--- config.mk ---
export PLATFORM = sky130hd
export DESIGN_NAME = ecc_read_path
export DESIGN_NICKNAME = d
export VERILOG_FILES = /design/src/rtl/ecc_rd_pkg.sv /design/src/rtl/ecc_hold_reg.sv /design/src/rtl/ecc_chkgen.sv /design/src/rtl/ecc_syndrome.sv /design/src/rtl/ecc_correct.sv /design/src/rtl/ecc_read_path.sv
export SDC_FILE = /design/constraint.sdc
export NUM_CORES = 1
export LEC_CHECK = 0
export BUFFER_PORTS_ARGS = -buffer_cell sky130_fd_sc_hd__clkbuf_2
export CORE_MARGIN = 3
export CORE_UTILIZATION = 35
export CTS_BUF_LIST = sky130_fd_sc_hd__clkbuf_4 sky130_fd_sc_hd__clkbuf_8 sky130_fd_sc_hd__clkbuf_16
export CTS_CLUSTER_DIAMETER = 40
export DETAILED_ROUTE_END_ITERATION = 8
export PLACE_DENSITY = 0.63
export SLEW_MARGIN = 20
export SYNTH_ARGS = -nofsm -noshare
export SYNTH_HDL_FRONTEND = slang
export SYNTH_SLANG_ARGS = --single-unit
--- constraint.sdc ---
create_clock -name clk -period 6 [get_ports clk]
set_input_delay 1.2 -clock clk [delete_from_list [all_inputs] [get_ports clk]]
set_output_delay 1.2 -clock clk [all_outputs]
set_load 0.1 [all_outputs]
--- src/rtl/ecc_rd_pkg.sv ---
package ecc_rd_pkg;

  // Codeword position of data bit idx: the idx-th non-power-of-two from 3 upward.
  function automatic int unsigned ecc_data_pos(int unsigned idx);
    int unsigned cnt;
    int unsigned res;
    bit          found;
    cnt   = 0;
    res   = 0;
    found = 1'b0;
    for (int unsigned p = 1; p < 1024; p++) begin
      if (!found && ((p & (p - 1)) != 0)) begin
        if (cnt == idx) begin
          res   = p;
          found = 1'b1;
        end
        cnt++;
      end
    end
    return res;
  endfunction

  // Number of position checkbits needed to cover dw data bits.
  function automatic int unsigned ecc_need_pchk(int unsigned dw);
    int unsigned res;
    res = 0;
    for (int unsigned p = 20; p >= 1; p--) begin
      if (((1 << p) - p - 1) >= dw) res = p;
    end
    return res;
  endfunction

endpackage

--- src/rtl/ecc_hold_reg.sv ---
module ecc_hold_reg #(
  parameter int unsigned W = 8
) (
  input  logic         clk,
  input  logic         rst_n,
  input  logic         hold,
  input  logic [W-1:0] d,
  output logic [W-1:0] q
);
  always_ff @(posedge clk or negedge rst_n) begin
    if (!rst_n)     q <= '0;
    else if (!hold) q <= d;
  end
endmodule

--- src/rtl/ecc_chkgen.sv ---
module ecc_chkgen
  import ecc_rd_pkg::*;
#(
  parameter int unsigned DATA_W = 64,
  parameter int unsigned P_W    = 7
) (
  input  logic [DATA_W-1:0] data,
  output logic [P_W-1:0]    pchk
);
  function automatic logic [DATA_W-1:0] col_mask(int unsigned j);
    logic [DATA_W-1:0] m;
    for (int unsigned i = 0; i < DATA_W; i++) begin
      m[i] = (((ecc_data_pos(i) >> j) & 32'd1) != 32'd0);
    end
    return m;
  endfunction

  for (genvar j = 0; j < P_W; j++) begin : g_col
    localparam logic [DATA_W-1:0] MASK = col_mask(j);
    assign pchk[j] = ^(data & MASK);
  end
endmodule

--- src/rtl/ecc_syndrome.sv ---
module ecc_syndrome #(
  parameter int unsigned DATA_W = 64,
  parameter int unsigned P_W    = 7
) (
  input  logic [DATA_W-1:0] data,
  input  logic [P_W:0]      chk,
  output logic [P_W-1:0]    syn,
  output logic              syn_all
);
  logic [P_W-1:0] regen;

  ecc_chkgen #(.DATA_W(DATA_W), .P_W(P_W)) i_gen (
    .data (data),
    .pchk (regen)
  );

  assign syn     = regen ^ chk[P_W-1:0];
  assign syn_all = (^data) ^ (^chk);
endmodule

--- src/rtl/ecc_correct.sv ---
module ecc_correct
  import ecc_rd_pkg::*;
#(
  parameter int unsigned DATA_W = 64,
  parameter int unsigned P_W    = 7
) (
  input  logic [DATA_W-1:0] data,
  input  logic [P_W:0]      chk,
  input  logic [P_W-1:0]    syn,
  input  logic              syn_all,
  output logic [DATA_W-1:0] flip_d,
  output logic [P_W:0]      flip_c,
  output logic [DATA_W-1:0] cdata,
  output logic [P_W:0]      cchk,
  output logic              single,
  output logic              multi
);
  localparam logic [P_W-1:0] MAXP = P_W'(ecc_data_pos(DATA_W - 1));

  logic corr_en;
  assign corr_en = syn_all && (syn <= MAXP);

  for (genvar i = 0; i < DATA_W; i++) begin : g_dbit
    localparam logic [P_W-1:0] POS = P_W'(ecc_data_pos(i));
    assign flip_d[i] = corr_en && (syn == POS);
  end

  for (genvar j = 0; j < P_W; j++) begin : g_cbit
    localparam logic [P_W-1:0] POS = P_W'(1 << j);
    assign flip_c[j] = corr_en && (syn == POS);
  end
  assign flip_c[P_W] = corr_en && (syn == '0);

  assign cdata  = data ^ flip_d;
  assign cchk   = chk ^ flip_c;
  assign single = corr_en;
  assign multi  = (!syn_all && (syn != '0)) || (syn_all && (syn > MAXP));
endmodule

--- src/rtl/ecc_read_path.sv ---
module ecc_read_path
  import ecc_rd_pkg::*;
#(
  parameter  int unsigned DATA_W = 64,
  localparam int unsigned P_W    = ecc_need_pchk(DATA_W),
  localparam int unsigned CHK_W  = P_W + 1
) (
  input  logic              clk,
  input  logic              rst_n,
  input  logic [DATA_W-1:0] mem_data,
  input  logic [CHK_W-1:0]  mem_chk,
  input  logic              in_hold,
  input  logic              out_hold,
  output logic [DATA_W-1:0] sys_data,
  output logic              sys_single,
  output logic              sys_multi,
  output logic [DATA_W-1:0] wb_data,
  output logic [CHK_W-1:0]  wb_check
);
  localparam int unsigned IN_W  = DATA_W + CHK_W;
  localparam int unsigned OUT_W = DATA_W + 2;

  // Named internal events, observed by the bound checker.
  logic [DATA_W-1:0] rx_data;
  logic [CHK_W-1:0]  rx_chk;
  logic [P_W-1:0]    syn_w;
  logic              syn_all_w;
  logic [DATA_W-1:0] flip_d;
  logic [CHK_W-1:0]  flip_c;
  logic              dec_single;
  logic              dec_multi;

  ecc_hold_reg #(.W(IN_W)) i_in_stage (
    .clk   (clk),
    .rst_n (rst_n),
    .hold  (in_hold),
    .d     ({mem_chk, mem_data}),
    .q     ({rx_chk, rx_data})
  );

  ecc_syndrome #(.DATA_W(DATA_W), .P_W(P_W)) i_syn (
    .data    (rx_data),
    .chk     (rx_chk),
    .syn     (syn_w),
    .syn_all (syn_all_w)
  );

  ecc_correct #(.DATA_W(DATA_W), .P_W(P_W)) i_fix (
    .data    (rx_data),
    .chk     (rx_chk),
    .syn     (syn_w),
    .syn_all (syn_all_w),
    .flip_d  (flip_d),
    .flip_c  (flip_c),
    .cdata   (wb_data),
    .cchk    (wb_check),
    .single  (dec_single),
    .multi   (dec_multi)
  );

  ecc_hold_reg #(.W(OUT_W)) i_out_stage (
    .clk   (clk),
    .rst_n (rst_n),
    .hold  (out_hold),
    .d     ({dec_multi, dec_single, wb_data}),
    .q     ({sys_multi, sys_single, sys_data})
  );
endmodule

==> results of run 1 <==
==> worst max-delay path: cells and delay by family, from the launching register on <==
| family | cells | cell delay, ns |
|---|---|---|
| xor+xnor | 4 | 1.84 |
| buf+inv | 1 | 0.46 |
| simple gates | 3 | 1.34 |
| flops | 1 | 0.42 |
==> Yosys cell counts, drive strengths merged <==
| library cell | n |
|---|---|
| xnor2 | 73 |
| clkbuf | 34 |
| nand2 | 70 |
| nand3 | 1 |
| xor2 | 31 |
| o311ai | 1 |
| dfrtp | 138 |
| nand4 | 17 |
| xnor3 | 27 |
| a31oi | 64 |
| nor3b | 1 |
| inv | 1 |
| nor2 | 72 |
| o21ai | 66 |
| mux2 | 72 |
| nand4b | 1 |
| or3 | 64 |
| or2 | 1 |
| nor3 | 3 |
==> routing by layer <==
metal  vias up  part of all wire, %
met2       215                   47
met3        28                  6.2
li1       3034                    -
met1      3069                   45
met5         -                    0
met4         0                  2.1
==> path summary, 6_finish.rpt <==
kind                                                from                             to  slack [ns]  depth (start not counted)
setup reg to reg            i_in_stage.q[59]$_DFFE_PN0N_  i_out_stage.q[21]$_DFFE_PN0N_        2.25                          7
max in group asynchronous                          rst_n   i_in_stage.q[34]$_DFFE_PN0N_        3.92                          2
min in group asynchronous                          rst_n  i_out_stage.q[39]$_DFFE_PN0N_        0.84                          1
setup / recovery            i_in_stage.q[59]$_DFFE_PN0N_                     wb_data[6]        0.31                          8
hold / removal             i_out_stage.q[64]$_DFFE_PN0N_  i_out_stage.q[64]$_DFFE_PN0N_        0.48                          2
hold reg to reg            i_out_stage.q[64]$_DFFE_PN0N_  i_out_stage.q[64]$_DFFE_PN0N_        0.48                          2
==> logic make-up after synthesis <==
kind of cell | synth area share, %
xor gates and xnor gates | 20.8
DFF | 43.8
muxes | 10.3
AOI/OAI and AO/OA | 9.38
and+or+nand+nor | 14.1
buffers and inverters | 1.67
==> area by class of cell <==
cell class / instances / area, um^2
clock buffer: 20 / 460
clock inverter: 12 / 171
fill: 2119 / 12100
inverter: 1 / 5.00
multi-input combinational: 564 / 4300
sequential: 138 / 3450
tap: 280 / 350
timing repair buffer: 221 / 1130
==> flip-flops by register name (all words and copies together) (netlist names) <==
signal,count
i_out_stage.q,66
i_in_stage.q,72
==> placed cells by master, fill, tap and decap left out, drive strengths merged <==
cell type	instances
a31oi	64
buf	10
bufinv	4
clkbuf	231
clkinv	6
clkinvlp	3
dfrtp	138
mux2	72
nand2	70
nand3	1
nand4	17
nand4b	1
nor2	72
nor3	3
nor3b	1
o21ai	66
o311ai	1
or2	1
or3	64
xnor2	73
xnor3	27
xor2	31
==> through the flow <==
| step | setup WS (ns) | util [%] | cell area, um^2 | instances |
|---|---|---|---|---|
| floorplan | 0.895 | - | 7890 | 737 |
| global placement | 0.853 | 42.1 | 9240 | 1204 |
| detailed placement | 0.827 | 42.1 | 9240 | 1204 |
| CTS | 0.372 | 45.0 | 9880 | 1236 |
| global route | 0.138 | 45.0 | 9880 | 1236 |
| finish | 0.309 | 45.0 | 9880 | 1236 |
==> flow_metrics.py, run 1 <==
metrics = {
    "yosys": {
        "ys_types": 26,
        "netlist_instances": 737,
        "avgSynthCellArea_um2": 10.7,
        "synth_area_um2": 7890,
        "syn-num-nets": 813,
        "yosysTopAreaCell": "dfrtp_1",
        "yosysTopAreaCellShare_pct": 43.8,
        "synth_area_leaders": "dfrtp_1 44%, mux2_2 10%, xnor2_1 7.4%, xnor3_1 6.6%, a31oi_1 5.1%",
        "yosysWarningCount": 0,
        "ys_seq_area_share_pct": 43.8,
        "ys_ff_latch": 138,
    },
    "critical_path": {
        "cp-start-kind": "flip-flop",
        "critPathRequiredTime_ns": 4.80,
        "cp_max_fo": 8,
        "path_class": "flip-flop to output port",
        "cp-end-kind": "output port",
        "slowest_delay_ns": 0.66,
        "crit_path_cell_trace": "xnor2_1 -> xor2_1 -> xnor3_2 -> xnor2_2 -> nand4_1 -> or3_1 -> nand2_1 -> clkbuf_2",
        "critPathArrivalTime_ns": 4.49,
        "critical_path.slowest_cell": "nand4_1",
    },
    "grt": {
        "grt_usage_pct": 20.8,
        "antenna_found_initial": 0,
        "grt_pass1_wl_um": 37400,
        "grt_use_met3_pct": 4.74,
        "grt-busiest-layer": "met2",
        "grt_pass1_vias": 5967,
        "grt_max_degree": 96,
        "grt_use_met1_pct": 28.5,
        "met2_usage_pct": 32.9,
        "globalRouteOverflowTotal": 0,
    },
    "routing": {
        "wl_per_cell_um": 20.5,
        "drt-total-wl_um": 25400,
        "vias": 6346,
        "ant_nets": 0,
        "drt_iter0_drc": 398,
        "drc": 0,
        "dr.pass1.iters": 5,
        "viasPerCell": 5.13,
    },
    "timing": {
        "period_minus_slack_ns": 5.69,
        "max_freq_ghz": 0.176,
        "tns_ns": 0,
        "final.setup_skew_ns": 0.00887,
        "rsz0062_at_grt": "false",
        "whs_ns": 0.483,
        "relSlewSlack_pct": 36.3,
        "finalCritPeriodShare_pct": 94.8,
        "tightest_slew_ns": 0.955,
        "hold_violations": 0,
        "drv_slew": 0,
        "setup_viol_count_final": 0,
    },
    "cells_and_area": {
        "final_layout_size_suffix_gt1_share_pct": 36.3,
        "antenna_cells": 0,
        "nets": 1019,
        "area.growth.synth_to_final_pct": 25.2,
    },
    "floorplan": {
        "core_um2": 22000,
        "die_y_um": 156,
        "dieArea_um2": 24400,
        "ios": 214,
        "initial_core_util_pct": 35.9,
        "fp.dieW_um": 156,
        "num_rows": 54,
    },
    "clocking": {
        "cts_resized": 0,
        "numCtsBuffers": 17,
        "root_buffer": "clkbuf_16",
        "cts_tree": "yes",
        "clock_latency_ns": 0.43,
        "cts_max_level": 4,
        "clock_path_buffers": 2,
        "path_clk_slew_ns": 0.06,
        "hold_buffers": 0,
        "postCtsSetupBuffers": 0,
        "clock_sinks": 138,
    },
    "place": {
        "place_hpwl_um": 18700,
        "numPortBuffers": 213,
        "place_congestion": 0.839,
    },
    "run": {
        "cap_violations": 0,
    },
    "outcome": {
        "outcome": "complete, no violations",
    },
    "hold_path": {
        "holdCritPathClass": "flip-flop to flip-flop",
    },
}
Power of run 1 is not shown: default switching activity piles up to over one toggle a cycle in this logic, so the estimate is an artifact.
==> inputs of run 2 (changes only) <==
ABC_AREA = 1   (was not set)
PLACE_DENSITY = 0.61   (was 0.63)
SETUP_SLACK_MARGIN = 0.05   (was not set)
==> run 2 against run 1 <==
  * Synthesized cell count up 130%
  * Worst hold slack worse by 0.0030 ns
  * Final cell count up 86%
  * Area after synthesis up 31%
  * Critical path depth up 12
  * Non-clock buffer count unchanged
  * Register-to-register slack better by 0.14 ns
  * Utilization down 2.7 points
  * Die area up 29%
  * Critical endpoint is now wb_data[10]
==> flow_metrics.py, run 2 <==
metrics = {
    "outcome": {
        "outcome": "complete, no violations",
    },
    "yosys": {
        "synth_area_leaders": "dfrtp_1 34%, nand2_1 32%, nand3_1 7.5%, nor2_1 5.6%, inv_1 3.9%",
        "synth-async-reset-ratio_pct": 100,
        "avgSynthCellArea_um2": 5.98,
        "synth_area_um2": 10300,
        "ys_types": 30,
        "synthTopCellsByCount": "881 x nand2_1, 155 x nand3_1, 153 x nor2_1",
        "synth_edf_count": 0,
        "synth.most_common_cell": "nand2_1",
        "synth-main-ff-cell": "dfrtp_1",
        "ys_seq_area_share_pct": 33.5,
        "yosysTopAreaCell": "dfrtp_1",
        "yosysWarningCount": 0,
        "yosysTopAreaCellShare_pct": 33.5,
        "ys_ff_latch": 138,
        "netlist_instances": 1724,
        "syn-num-nets": 1800,
    },
    "critical_path": {
        "reg2regPathDepth": 22,
        "timing.rr.start": "i_in_stage.q[56]$_DFFE_PN0N_",
        "r2r_slack_ns": 2.39,
        "slowest_delay_ns": 0.54,
        "cp-end-kind": "output port",
        "critical_path.slowest_cell": "dfrtp_1",
        "crit_path_cell_trace": "inv_2 -> nand2_1 -> nand2_1 -> xnor2_1 -> inv_1 -> nand2_1 -> nand2_1 -> nand2_1 -> nand2_1 -> inv_1 -> nand2_1 -> nand2_1 -> nand2_1 -> nand2_1 -> nand3_4 -> inv_2 -> buf_4 -> nand3_1 -> nand2_1 -> clkbuf_2",
        "critPathArrivalTime_ns": 4.31,
        "cp_top_family": "buffers and inverters",
        "cp_common_cell": "nand2_1",
        "cp-start-kind": "flip-flop",
        "crit_buf_inv": 6,
        "path_class": "flip-flop to output port",
        "critPathRequiredTime_ns": 4.80,
        "r2r-end": "i_out_stage.q[13]$_DFFE_PN0N_",
        "cp_max_fo": 25,
    },
    "clocking": {
        "postCtsSetupBuffers": 0,
        "cts_tree": "yes",
        "hold_buffers": 0,
        "clock_path_buffers": 2,
        "cts_max_level": 4,
        "clock_sinks": 138,
        "root_buffer": "clkbuf_16",
        "path_clk_slew_ns": 0.07,
        "clock_latency_ns": 0.43,
        "numCtsBuffers": 17,
        "cts_resized": 0,
    },
    "cells_and_area": {
        "largest_reg_flops": 72,
        "top_register": "i_in_stage.q",
        "final_common_cell": "nand2_1",
        "final_layout_size_suffix_gt1_share_pct": 16.1,
        "nFillCells": 3193,
        "antenna_cells": 0,
        "multi_input_area_um2": 6010,
        "final_core_util_pct": 42.3,
        "regArea_um2": 3450,
        "most-common-layout-cells": "881 x nand2_1, 211 x clkbuf_2, 155 x nand3_1",
        "nets": 1979,
        "area.growth.synth_to_final_pct": 18.5,
        "stdcell_area_um2": 12200,
        "reg.largest.list": "i_in_stage.q x72, i_out_stage.q x66",
    },
    "floorplan": {
        "fp.dieW_um": 178,
        "num_rows": 62,
        "die_y_um": 178,
        "dieArea_um2": 31500,
        "initial_core_util_pct": 35.7,
        "core_um2": 28900,
        "ios": 214,
    },
    "power": {
        "switching_share_pct": 56.8,
        "power_density_nw_per_um2": 426,
        "p_int_mw": 2.25,
        "p_leak_nw": 6.85,
        "vdd_ir_drop_max_mv": 0.230,
        "power_frac_clock_pct": 22.1,
        "power_frac_comb_pct": 55.9,
        "seq_power_share_pct": 22.0,
        "p_switching_mw": 2.95,
    },
    "grt": {
        "grt_usage_pct": 22.4,
        "antenna_found_initial": 0,
        "grt_pass1_wl_um": 55200,
        "grt_pass1_vias": 10300,
        "globalRouteOverflowTotal": 0,
        "grt_max_degree": 94,
    },
    "routing": {
        "viasPerCell": 4.84,
        "ant_nets": 0,
        "vias": 11100,
        "wl_per_cell_um": 15.3,
        "drt-total-wl_um": 35200,
        "dr.pass1.iters": 6,
        "drt_iter0_drc": 833,
        "drc": 0,
    },
    "timing": {
        "tightest_slew_ns": 0.963,
        "finalCritPeriodShare_pct": 91.8,
        "period_minus_slack_ns": 5.51,
        "final.setup_skew_ns": 0.00995,
        "drv_slew": 0,
        "tns_ns": 0,
        "setup_viol_count_final": 0,
        "rsz0062_at_grt": "false",
        "hold_violations": 0,
        "max_freq_ghz": 0.182,
        "relSlewSlack_pct": 35.8,
    },
    "hold_path": {
        "holdCritPathClass": "flip-flop to flip-flop",
        "hold_end": "i_out_stage.q[5]$_DFFE_PN0N_",
        "whs_path_depth": 2,
        "hold_start": "i_out_stage.q[5]$_DFFE_PN0N_",
    },
    "place": {
        "placed_area_um2": 11600,
        "place_hpwl_um": 26100,
        "numPortBuffers": 213,
        "place_congestion": 0.882,
    },
    "run": {
        "cap_violations": 0,
    },
}
[run 2: changes by cell type after synthesis, moves of 23 or more]
cell / delta
inv_2: +27
xnor3_1: -23
nand3_1: +154
a31oi_1: -64
nand2_1: +811
o21ai_0: -51
mux2_2: -70
inv_1: +105
or3_1: -64
nor2_1: +81
xnor2_1: -39
a21oi_1: +70
[run 2: layer usage]
metal	vias up	GRT usage [%]	part of all wire, %
met1	5070	31.3	47
li1	5654	-	-
met2	374	34.8	44
met3	37	5.65	7.9
met5	-	0	0
met4	0	5.07	1.9
[run 2: stage by stage]
stage	instances	power (mW)	setup WS (ns)	hold WS (ns)
after floorplan	1724	3.44	1.31	0.542
after global placement	2268	4.01	1.06	0.461
after detailed placement	2268	4.04	1.04	0.466
after CTS	2300	5.21	0.585	0.482
after global routing	2300	5.51	0.153	0.499
final	2300	5.20	0.493	0.480
[run 2: cell families (layout without fill, tap and decap cells)]
group | count (synthesis) | in the layout | share of synthesized area (%)
compound gates | 100 | 100 | 4.88
buf+inv | 195 | 387 | 8.15
flops | 138 | 138 | 33.5
mux | 2 | 2 | 0.219
simple gates | 1231 | 1231 | 48.3
xor+xnor | 58 | 58 | 4.93
[run 2: area by class of cell]
| type | instances | area share, % |
|---|---|---|
| repair buffers | 221 | 9.40 |
| multi-input cells | 1391 | 49.2 |
| clock inverters | 13 | 1.37 |
| clock buffers | 19 | 3.66 |
| well taps | 384 | 3.94 |
| inverters | 134 | 4.12 |
| flip-flops and latches | 138 | 28.3 |
[run 2: power by group through the flow]
stage / Sequential (mW) / Combinational (mW) / Clock, mW
final: 1.14 / 2.91 / 1.15
after global routing: 1.16 / 3.15 / 1.20
after detailed placement: 1.16 / 2.89 / 0
after global placement: 1.15 / 2.86 / 0
after CTS: 1.14 / 2.90 / 1.17
after floorplan: 1.57 / 1.88 / 0
[run 2: worst max-delay path by stage]
stage	startpoint	endpoint	depth (start not counted)
6_report	i_in_stage.q[56]$_DFFE_PN0N_	wb_data[10]	20
5_1_grt	i_in_stage.q[56]$_DFFE_PN0N_	wb_data[17]	19
4_1_cts	i_in_stage.q[56]$_DFFE_PN0N_	wb_data[13]	18
3_5_place_dp	i_in_stage.q[56]$_DFFE_PN0N_	wb_data[13]	18
3_3_place_gp	i_in_stage.q[56]$_DFFE_PN0N_	wb_data[10]	18
2_1_floorplan	i_in_stage.q[47]$_DFFE_PN0N_	wb_check[4]	22
[run 2: tightest hold or removal path, stage by stage, from the launching register on]
cell and delay (ns):
dfrtp_1 0.34, nand2_1 0.05, nand2_1 0.05
Note: power is estimated with default switching activity, not from simulation.
==> inputs of run 3 (changes only) <==
GPL_ROUTABILITY_DRIVEN = 0   (was not set)
PLACE_DENSITY = 0.58   (was 0.61)
==> run 3 against run 2 <==
  * Critical path depth is 1 lower
  * Sequential cell count stayed put
  * Routed wire length hardly changed
  * Largest power group unchanged
==> flow_metrics.py, run 3 (same netlist as run 2, synthesis figures left out) <==
metrics = {
    "critical_path": {
        "slowest_delay_ns": 0.63,
        "cp-start-kind": "flip-flop",
        "cp-end-kind": "output port",
        "crit_path_cell_trace": "inv_2 -> nand2_1 -> nand2_1 -> xnor2_1 -> nand2_1 -> nand2_1 -> nand2_1 -> nand2_1 -> nand3_1 -> nand2_1 -> nand2_1 -> nand2_1 -> nand3_4 -> inv_2 -> buf_4 -> nand2_1 -> nand2_1 -> and2_1 -> clkbuf_2",
        "r2r_slack_ns": 2.31,
        "timing.rr.start": "i_in_stage.q[56]$_DFFE_PN0N_",
        "reg2regPathDepth": 20,
        "path_class": "flip-flop to output port",
        "critPathRequiredTime_ns": 4.80,
        "cp_max_fo": 31,
        "r2r-end": "i_out_stage.q[28]$_DFFE_PN0N_",
        "critPathArrivalTime_ns": 4.37,
        "cp_common_cell": "nand2_1",
        "critical_path.slowest_cell": "dfrtp_1",
    },
    "timing": {
        "setup_ws_ns": 0.427,
        "finalCritPeriodShare_pct": 92.9,
        "tightest_slew_ns": 0.911,
        "drv_slew": 0,
        "rsz0062_at_grt": "false",
        "setup_viol_count_final": 0,
        "final.setup_skew_ns": 0.0150,
        "max_freq_ghz": 0.179,
        "tns_ns": 0,
        "hold_violations": 0,
        "relSlewSlack_pct": 39.3,
        "period_minus_slack_ns": 5.57,
    },
    "place": {
        "pre_cts_slack_ns": 0.908,
        "dp_cells": 2268,
        "numPortBuffers": 213,
        "place_hpwl_um": 26400,
    },
    "clocking": {
        "clock_sinks": 138,
        "cts_resized": 0,
        "clock_path_buffers": 2,
        "cts_tree": "yes",
        "hold_buffers": 0,
        "postCtsSetupBuffers": 0,
        "cts_max_level": 4,
        "path_clk_slew_ns": 0.07,
        "numCtsBuffers": 17,
        "root_buffer": "clkbuf_16",
        "clock_latency_ns": 0.43,
    },
    "floorplan": {
        "fp.dieW_um": 178,
        "ios": 214,
        "initial_core_util_pct": 35.7,
        "core_um2": 28900,
        "num_rows": 62,
        "die_y_um": 178,
        "dieArea_um2": 31500,
    },
    "grt": {
        "grt_pass1_wl_um": 55200,
        "grt_max_degree": 93,
        "globalRouteOverflowTotal": 0,
        "grt_pass1_vias": 10400,
        "grt_usage_pct": 22.3,
        "antenna_found_initial": 0,
    },
    "cells_and_area": {
        "largest_reg_flops": 72,
        "final_common_cell": "nand2_1",
        "final_layout_size_suffix_gt1_share_pct": 16.0,
        "antenna_cells": 0,
        "nets": 1979,
        "area.growth.synth_to_final_pct": 18.1,
        "top_register": "i_in_stage.q",
        "reg.largest.list": "i_in_stage.q x72, i_out_stage.q x66",
        "most-common-layout-cells": "881 x nand2_1, 211 x clkbuf_2, 155 x nand3_1",
        "nFillCells": 3149,
        "fin_cells": 2299,
    },
    "routing": {
        "dr_wl_met2_um": 16100,
        "wl_met1_um": 16100,
        "routed.top_layer": "met4",
        "dr.pass1.iters": 6,
        "drt_iter0_drc": 744,
        "vias": 11200,
        "drc": 0,
        "ant_nets": 0,
        "wl_per_cell_um": 15.3,
        "viasPerCell": 4.86,
        "wl_met3_um": 2110,
        "drt-total-wl_um": 35200,
    },
    "power": {
        "vdd_ir_drop_max_mv": 0.397,
        "p_switching_mw": 2.90,
        "switching_share_pct": 57.1,
        "power_density_nw_per_um2": 418,
        "seq_power_share_pct": 22.4,
        "power_frac_clock_pct": 21.6,
        "p_leak_nw": 6.82,
        "p_int_mw": 2.19,
        "power_frac_comb_pct": 56.0,
    },
    "hold_path": {
        "hold_start": "i_out_stage.q[10]$_DFFE_PN0N_",
        "holdCritPathClass": "flip-flop to flip-flop",
        "whs_path_depth": 2,
        "hold_end": "i_out_stage.q[10]$_DFFE_PN0N_",
    },
    "outcome": {
        "outcome": "complete, no violations",
    },
    "run": {
        "cap_violations": 0,
    },
}
==> run 3: cell count changes in the layout (fill, tap and decap cells not counted) <==
| cell | delta |
|---|---|
| buf_12 | -1 |
| buf_4 | +1 |
| bufinv_16 | -1 |
| clkinv_2 | -1 |
| clkinv_4 | -2 |
| clkinvlp_4 | +2 |
| inv_6 | +1 |
==> run 3: area by class of cell <==
| class | instances | area (um^2) | share of cell area (%) |
|---|---|---|---|
| tap | 384 | 480 | 3.95 |
| inverter | 134 | 503 | 4.13 |
| sequential | 138 | 3450 | 28.4 |
| multi-input combinational | 1391 | 6010 | 49.4 |
| timing repair buffer | 221 | 1130 | 9.33 |
| clock buffer | 19 | 447 | 3.67 |
| clock inverter | 12 | 139 | 1.14 |
==> run 3: worst max-delay path by stage <==
stage	start	to	slack, ns	cells past startpoint
after CTS	i_in_stage.q[56]$_DFFE_PN0N_	wb_data[32]	0.45	19
after detailed placement	i_in_stage.q[56]$_DFFE_PN0N_	wb_data[32]	0.91	19
after floorplan	i_in_stage.q[47]$_DFFE_PN0N_	wb_check[4]	1.31	22
after global routing	i_in_stage.q[56]$_DFFE_PN0N_	wb_data[12]	0.21	18
final	i_in_stage.q[56]$_DFFE_PN0N_	wb_data[32]	0.43	19
after global placement	i_in_stage.q[56]$_DFFE_PN0N_	wb_data[61]	0.93	19
==> run 3: power groups by stage <==
stage	Sequential (mW)	Combinational, mW	Clock, mW
global placement	1.15	2.79	0
floorplan	1.57	1.88	0
detailed placement	1.16	2.83	0
finish	1.14	2.85	1.10
global route	1.16	3.07	1.16
CTS	1.14	2.83	1.12
==> run 3: through the flow <==
stage	total power, mW	hold WS, ns	area (um^2)	utilization, %
final	5.09	0.479	12200	42.2
after detailed placement	3.98	0.464	11600	40.1
after global routing	5.39	0.499	12200	42.2
after global placement	3.94	0.461	11600	40.1
after CTS	5.10	0.482	12200	42.2
after floorplan	3.44	0.542	10300	-
==> run 3: metal layers <==
metal / global-route usage (%) / up-vias
met5: 0 / -
met4: 6.61 / 0
met3: 3.96 / 49
met2: 36.5 / 320
met1: 30.2 / 5130
li1: - / 5663
==> run 3: worst max-delay path, delay by kind of cell, from the launching register on <==
kind                   cells  cell delay [ns]
XOR/XNOR                   1             0.35
buffers and inverters      4             1.52
flip-flops                 1             0.63
AND/OR/NAND/NOR           14             1.42
